File: config.mk
export PLATFORM = sky130hd
export DESIGN_NAME = adc_result_regs
export DESIGN_NICKNAME = d
export VERILOG_FILES = /design/src/rtl/adcres_pkg.sv /design/src/rtl/adcres_lock_ctrl.sv /design/src/rtl/adcres_store.sv /design/src/rtl/adcres_irq_flag.sv /design/src/rtl/adcres_view.sv /design/src/rtl/adc_result_regs.sv
export SDC_FILE = /design/constraint.sdc
export NUM_CORES = 1
export LEC_CHECK = 0
export ABC_AREA = 0
export BUFFER_PORTS_ARGS = -buffer_cell sky130_fd_sc_hd__buf_2
export CAP_MARGIN = 25
export CORE_ASPECT_RATIO = 0.7
export CORE_MARGIN = 2
export CORE_UTILIZATION = 25
export CTS_CLUSTER_DIAMETER = 60
export DETAILED_ROUTE_END_ITERATION = 16
export PLACE_DENSITY_LB_ADDON = 0.12
export REMOVE_ABC_BUFFERS = 1
export SLEW_MARGIN = 20
export SYNTH_ARGS = -nofsm -noshare
export SYNTH_HDL_FRONTEND = slang
export SYNTH_HIERARCHICAL = 1
export SYNTH_SLANG_ARGS = --single-unit
File: constraint.sdc
create_clock -name clk -period 3.3 [get_ports clk]
set_clock_uncertainty 0.15 [all_clocks]
set_input_delay 0.66 -clock clk [delete_from_list [all_inputs] [get_ports clk]]
set_output_delay 0.66 -clock clk [all_outputs]
set_load 0.02 [all_outputs]
File: src/rtl/adcres_pkg.sv
package adcres_pkg;

    localparam int RES_W  = 10;
    localparam int BYTE_W = 8;
    localparam int PAIR_W = 2 * BYTE_W;
    localparam int PAD_W  = PAIR_W - RES_W;

    typedef enum logic {
        ALIGN_RIGHT = 1'b0,
        ALIGN_LEFT  = 1'b1
    } align_e;

    typedef struct packed {
        logic [BYTE_W-1:0] hi;
        logic [BYTE_W-1:0] lo;
    } byte_pair_t;

    // Place the result at the top or the bottom of a two-byte word.
    function automatic byte_pair_t map_bytes(input logic [RES_W-1:0] res,
                                             input align_e          align);
        logic [PAIR_W-1:0] word;
        if (align == ALIGN_LEFT)
            word = {res, {PAD_W{1'b0}}};
        else
            word = {{PAD_W{1'b0}}, res};
        return byte_pair_t'(word);
    endfunction

endpackage

File: src/rtl/adcres_lock_ctrl.sv
module adcres_lock_ctrl (
    input  logic clk,
    input  logic rst,
    input  logic rd_lo,
    input  logic rd_hi,
    input  logic conv_done,
    output logic locked,
    output logic accept
);
    logic lock_q;
    logic lock_d;

    // A high read always ends a paired read; a low read alone opens one.
    always_comb begin
        if (rd_hi)
            lock_d = 1'b0;
        else
            lock_d = lock_q | rd_lo;
    end

    // A result may land only if the register is unfrozen after this cycle.
    assign accept = conv_done & ~lock_d;
    assign locked = lock_q;

    always_ff @(posedge clk) begin
        if (rst)
            lock_q <= 1'b0;
        else
            lock_q <= lock_d;
    end


    lock_engage_chk: assert property (@(posedge clk) disable iff (rst)
        (rd_lo && !rd_hi) |=> locked);


    lock_release_chk: assert property (@(posedge clk) disable iff (rst)
        rd_hi |=> !locked);


    hi_only_no_lock_chk: assert property (@(posedge clk) disable iff (rst)
        (!locked && !rd_lo) |=> !locked);

endmodule

File: src/rtl/adcres_store.sv
module adcres_store #(
    parameter int RES_W = adcres_pkg::RES_W
) (
    input  logic             clk,
    input  logic             rst,
    input  logic             load,
    input  logic [RES_W-1:0] din,
    output logic [RES_W-1:0] dout
);
    logic [RES_W-1:0] res_q;

    always_ff @(posedge clk) begin
        if (rst)
            res_q <= '0;
        else if (load)
            res_q <= din;
    end

    assign dout = res_q;


    load_capture_chk: assert property (@(posedge clk) disable iff (rst)
        load |=> (dout == $past(din)));


    hold_when_idle_chk: assert property (@(posedge clk) disable iff (rst)
        !load |=> $stable(dout));

endmodule

File: src/rtl/adcres_irq_flag.sv
module adcres_irq_flag (
    input  logic clk,
    input  logic rst,
    input  logic set_ev,
    input  logic clr_wr,
    input  logic clr_data,
    output logic flag
);
    logic flag_q;

    // A new completion outranks a clearing write in the same cycle.
    always_ff @(posedge clk) begin
        if (rst)
            flag_q <= 1'b0;
        else if (set_ev)
            flag_q <= 1'b1;
        else if (clr_wr && clr_data)
            flag_q <= 1'b0;
    end

    assign flag = flag_q;


    flag_set_chk: assert property (@(posedge clk) disable iff (rst)
        set_ev |=> flag);


    flag_clear_chk: assert property (@(posedge clk) disable iff (rst)
        (clr_wr && clr_data && !set_ev) |=> !flag);


    flag_zero_write_chk: assert property (@(posedge clk) disable iff (rst)
        (flag && !(clr_wr && clr_data)) |=> flag);

endmodule

File: src/rtl/adcres_view.sv
module adcres_view #(
    parameter int RES_W  = adcres_pkg::RES_W,
    parameter int BYTE_W = adcres_pkg::BYTE_W
) (
    input  logic [RES_W-1:0]  res,
    input  logic              left_adj,
    output logic [BYTE_W-1:0] lo,
    output logic [BYTE_W-1:0] hi
);
    import adcres_pkg::*;

    byte_pair_t pair;

    always_comb begin
        pair = map_bytes(res, align_e'(left_adj));
        lo   = pair.lo;
        hi   = pair.hi;
    end

endmodule

File: src/rtl/adc_result_regs.sv
module adc_result_regs #(
    parameter int RES_W  = adcres_pkg::RES_W,
    parameter int BYTE_W = adcres_pkg::BYTE_W
) (
    input  logic              clk,
    input  logic              rst,
    input  logic              conv_done,
    input  logic [RES_W-1:0]  conv_value,
    input  logic              left_adj,
    input  logic              rd_lo,
    input  logic              rd_hi,
    input  logic              flag_wr,
    input  logic              flag_wdata,
    output logic [BYTE_W-1:0] data_lo,
    output logic [BYTE_W-1:0] data_hi,
    output logic              irq_flag
);
    logic             locked;
    logic             accept;
    logic [RES_W-1:0] stored;

    adcres_lock_ctrl u_lock (
        .clk       (clk),
        .rst       (rst),
        .rd_lo     (rd_lo),
        .rd_hi     (rd_hi),
        .conv_done (conv_done),
        .locked    (locked),
        .accept    (accept)
    );

    adcres_store #(.RES_W(RES_W)) u_store (
        .clk  (clk),
        .rst  (rst),
        .load (accept),
        .din  (conv_value),
        .dout (stored)
    );

    adcres_view #(.RES_W(RES_W), .BYTE_W(BYTE_W)) u_view (
        .res      (stored),
        .left_adj (left_adj),
        .lo       (data_lo),
        .hi       (data_hi)
    );

    adcres_irq_flag u_flag (
        .clk      (clk),
        .rst      (rst),
        .set_ev   (conv_done),
        .clr_wr   (flag_wr),
        .clr_data (flag_wdata),
        .flag     (irq_flag)
    );


    frozen_bytes_chk: assert property (@(posedge clk) disable iff (rst)
        (locked && !rd_hi && !rd_lo) |=> $stable(stored));


    align_no_store_chk: assert property (@(posedge clk) disable iff (rst)
        !conv_done |=> $stable(stored));

endmodule

# == Word level (Yosys, flattened, before mapping) ==
# Index checks and enable logic that the tools add are counted.
# op_classes
n_div,0
bitwise,3
n_mul,0
n_lt_le_gt_ge,0
n_mux,4
n_reduce_logical,2
shifts,0
n_eq_ne,0
add_sub_neg,0
# ops
cell,count
16-bit two-way mux,1
1-bit two-way mux,3
2-bit nonzero test,1
1-bit AND,1
1-bit logical AND,1
1-bit NOT,1
1-bit OR,1
# totals
input_bits,18
ram_bits,0
regBits,12
n_memories,0
elab_cells,12
latch_bits,0
rom_bits,0

# == Logic depth before layout (Yosys ltp) ==
# logic_depth
word_depth,4
mapped_depth,5
ltp_nobuf,4

# == Modules after synthesis ==
# The synthesis kept the hierarchy.
# modules_own_cells
module,area_per_inst_um2,cells_each,n_inst
adcres_store,352.8,32,1
adcres_view,157.7,18,1
adcres_irq_flag,42.5,4,1
adcres_lock_ctrl,37.5,4,1

# == Worst setup path before layout ==
# No wires, ideal clock.
# synth_path
path_type,input to output
from,input left_adj
to,output data_lo[2]
path_stages,3
setup_slack_ns,1.275
t_arrival_ns,1.215
path_cell_list,buf_6 buf_6 nor2b_1
# synth_between
elab_chain_cells,1
# synth_rtl
item,line_no,rtl
from (decl),adc_result_regs.sv:9,"input logic left_adj,"
16-bit two-way mux,adcres_pkg.sv:22,if (align == ALIGN_LEFT)
to (decl),adc_result_regs.sv:14,"output logic [BYTE_W-1:0] data_lo,"
# Every way passes these cells.

# == Worst setup path in the final report ==
# layout_path
from,input left_adj
to,output data_lo[7]
# Same word-level chain as after synthesis.

==> reports/results.ini <==
[global_route]
grt_pass1_vias=404
antenna_found_initial=0
grt_max_degree=17
grt_overflow=0
grt_usage_pct=10.3
grt_pass1_wl_mm=1.94

[cts]
clock_latency_ns=0.27
cts_resized=0
numCtsBuffers=3
cts_num_sinks=12
clk_path_buf_depth=2
root_buffer=clkbuf_4
cts_max_level=1
holdBufCountCts=0
clk_pin_slew_ns=0.07
cts_tree=built
post_cts_buffers=0

[detailed_routing]
detail_route.wl_per_cell_um=10.3
first_iter_violations=9
wl_mm=1.27
drtAntennaViolNets=0
drtPass1Iterations=3
avgViaCountPerCell=3.93
drcViolationCount=0
vias=484

[critical_path]
cp_data_arrival_time_ns=1.43
timing.rr.start=u_lock/locked
crit_path_start_kind=input pin
critPathSlowestCell=mux2_4
cp_cell_sequence=buf_2 -> mux2_4 -> buf_2
crit_buf_inv=2
cp_common_cell=buf_2
cp_top_family=buffers and inverters
worstSetupStartpoint=left_adj
max_stage_delay_ns=0.33
crit_type=in -> out
worstPathRequired_ns=2.49
end_kind=output pin
reg2reg_slack_ns=1.72
path_max_fanout=16

[finish]
final_cell_mix=buf_2, nor2_1, dfxtp_1
design_area_um2=786
fin_util_pct=35.9
fin_cells=123
drive_above_1_share_pct=46.2
nNetsFinal=111
n_antenna_cell=0
area_delta_synth_final_pct=33.1
final_common_cell=buf_2

[placement]
portBuffers=34
dpl_cell_area_um2=763
place_congestion=0.631
placed_cells=120
dp.final_hpwl_um=914

[timing]
tns_ns=0
fin_crit_sh_pct=67.9
maxSlewViolCount=0
fmax_mhz=446
relSlewSlack_pct=59.3
worst_slew_pin_slew_ns=0.611
rsz0062_at_grt=no
fin_crit_ns=2.24
hold_viol=0
finalSetupViolations=0

[yosys]
yosysWarnings=6
synth.distinct_cells=11
netlist_instances=58
ys_seq_area_share_pct=40.7
synth.avg_cell_area_um2=10.2
synth_seq_cells=12
syn-cell-area_um2=591

[outcome]
status=finished, final reports clean

[floorplan]
ios=35
die_w_um=62.1
dieArea_um2=2770
dieHeight_um=44.7
core_um2=2190
start_util_pct=27.0
floorplan.rows=14

[pwr]
p_leak_nw=0.414
p_per_area_nw_per_um2=399
max-vdd-ir-drop_uv=161

[min_path]
hp-class=reg -> reg
worstHoldStart=u_lock/locked

[job]
maxCapViolCount=0

registers in the layout, summed over array words and instances, names as in the netlist:
signal	flops
u_store/dout	10
u_flag/flag	1
u_lock/locked	1
area by class of cell:
type / instances / area [um^2]
Clock buffer: 3 / 22.5
Fill cell: 243 / 1400
Inverter: 1 / 3.75
Multi-Input combinational cell: 41 / 309
Sequential cell: 12 / 240
Tap cell: 32 / 40.0
Timing Repair Buffer: 34 / 170
worst reg2reg max path, delay by kind of cell, from the launching register on:
family | cells | cell delay, ns
DFF | 1 | 0.30
muxes | 1 | 0.27
and+or+nand+nor | 2 | 0.59
AOI/OAI and AO/OA | 1 | 0.15
synth_stat cells, drive strengths merged:
cell	count	area, um^2
dfxtp	12	240
nor2	12	45.0
mux2i	10	100
and2	7	43.8
nor2b	6	37.5
buf	4	37.5
mux2	4	60.1
a311oi	1	15.0
inv	1	3.75
o21bai	1	7.51
path summary, 6_finish.rpt:
kind / to / depth (start not counted)
max reg2reg: u_store/dout[6] / 4
min: u_lock/locked / 2
max: data_lo[7] / 3
min reg2reg: u_lock/locked / 2
through the flow:
stage | power [W] | worst slack (ns) | hold slack [ns]
final | 0.000313 | 1.06 | 0.346
after global routing | 0.000335 | 1.02 | 0.389
after CTS | 0.000322 | 1.05 | 0.347
after detailed placement | 0.000230 | 1.05 | 0.330
after global placement | 0.000229 | 1.07 | 0.310
after floorplan | 0.000202 | 1.51 | 0.296
logic make-up (layout without fill, tap and decap cells):
kind of cell           Yosys count  count (layout)  synth area share [%]
and+or+nand+nor                 25              25                  21.4
muxes                           14              14                  27.1
DFF                             12              12                  40.7
buffers and inverters            5              38                  6.99
AOI/OAI and AO/OA                2               2                  3.81
per-layer routing:
metal / wire (um) / global-route usage [%] / up-vias
met2: 530 / 13.8 / 21
met5: 0 / 0 / -
met1: 619 / 12.9 / 207
li1: - / - / 256
met4: 0 / 3.83 / 0
met3: 121 / 7.02 / 0
report_power, final:
group | leakage (nW) | switching (W) | total (W) | internal, W
Clock | 0.0138 | 0.0000450 | 0.0000872 | 0.0000422
Combinational | 0.302 | 0.0000351 | 0.0000669 | 0.0000318
Sequential | 0.0988 | 0.00000534 | 0.000159 | 0.000154
Note: power is estimated with default switching activity, not from simulation.
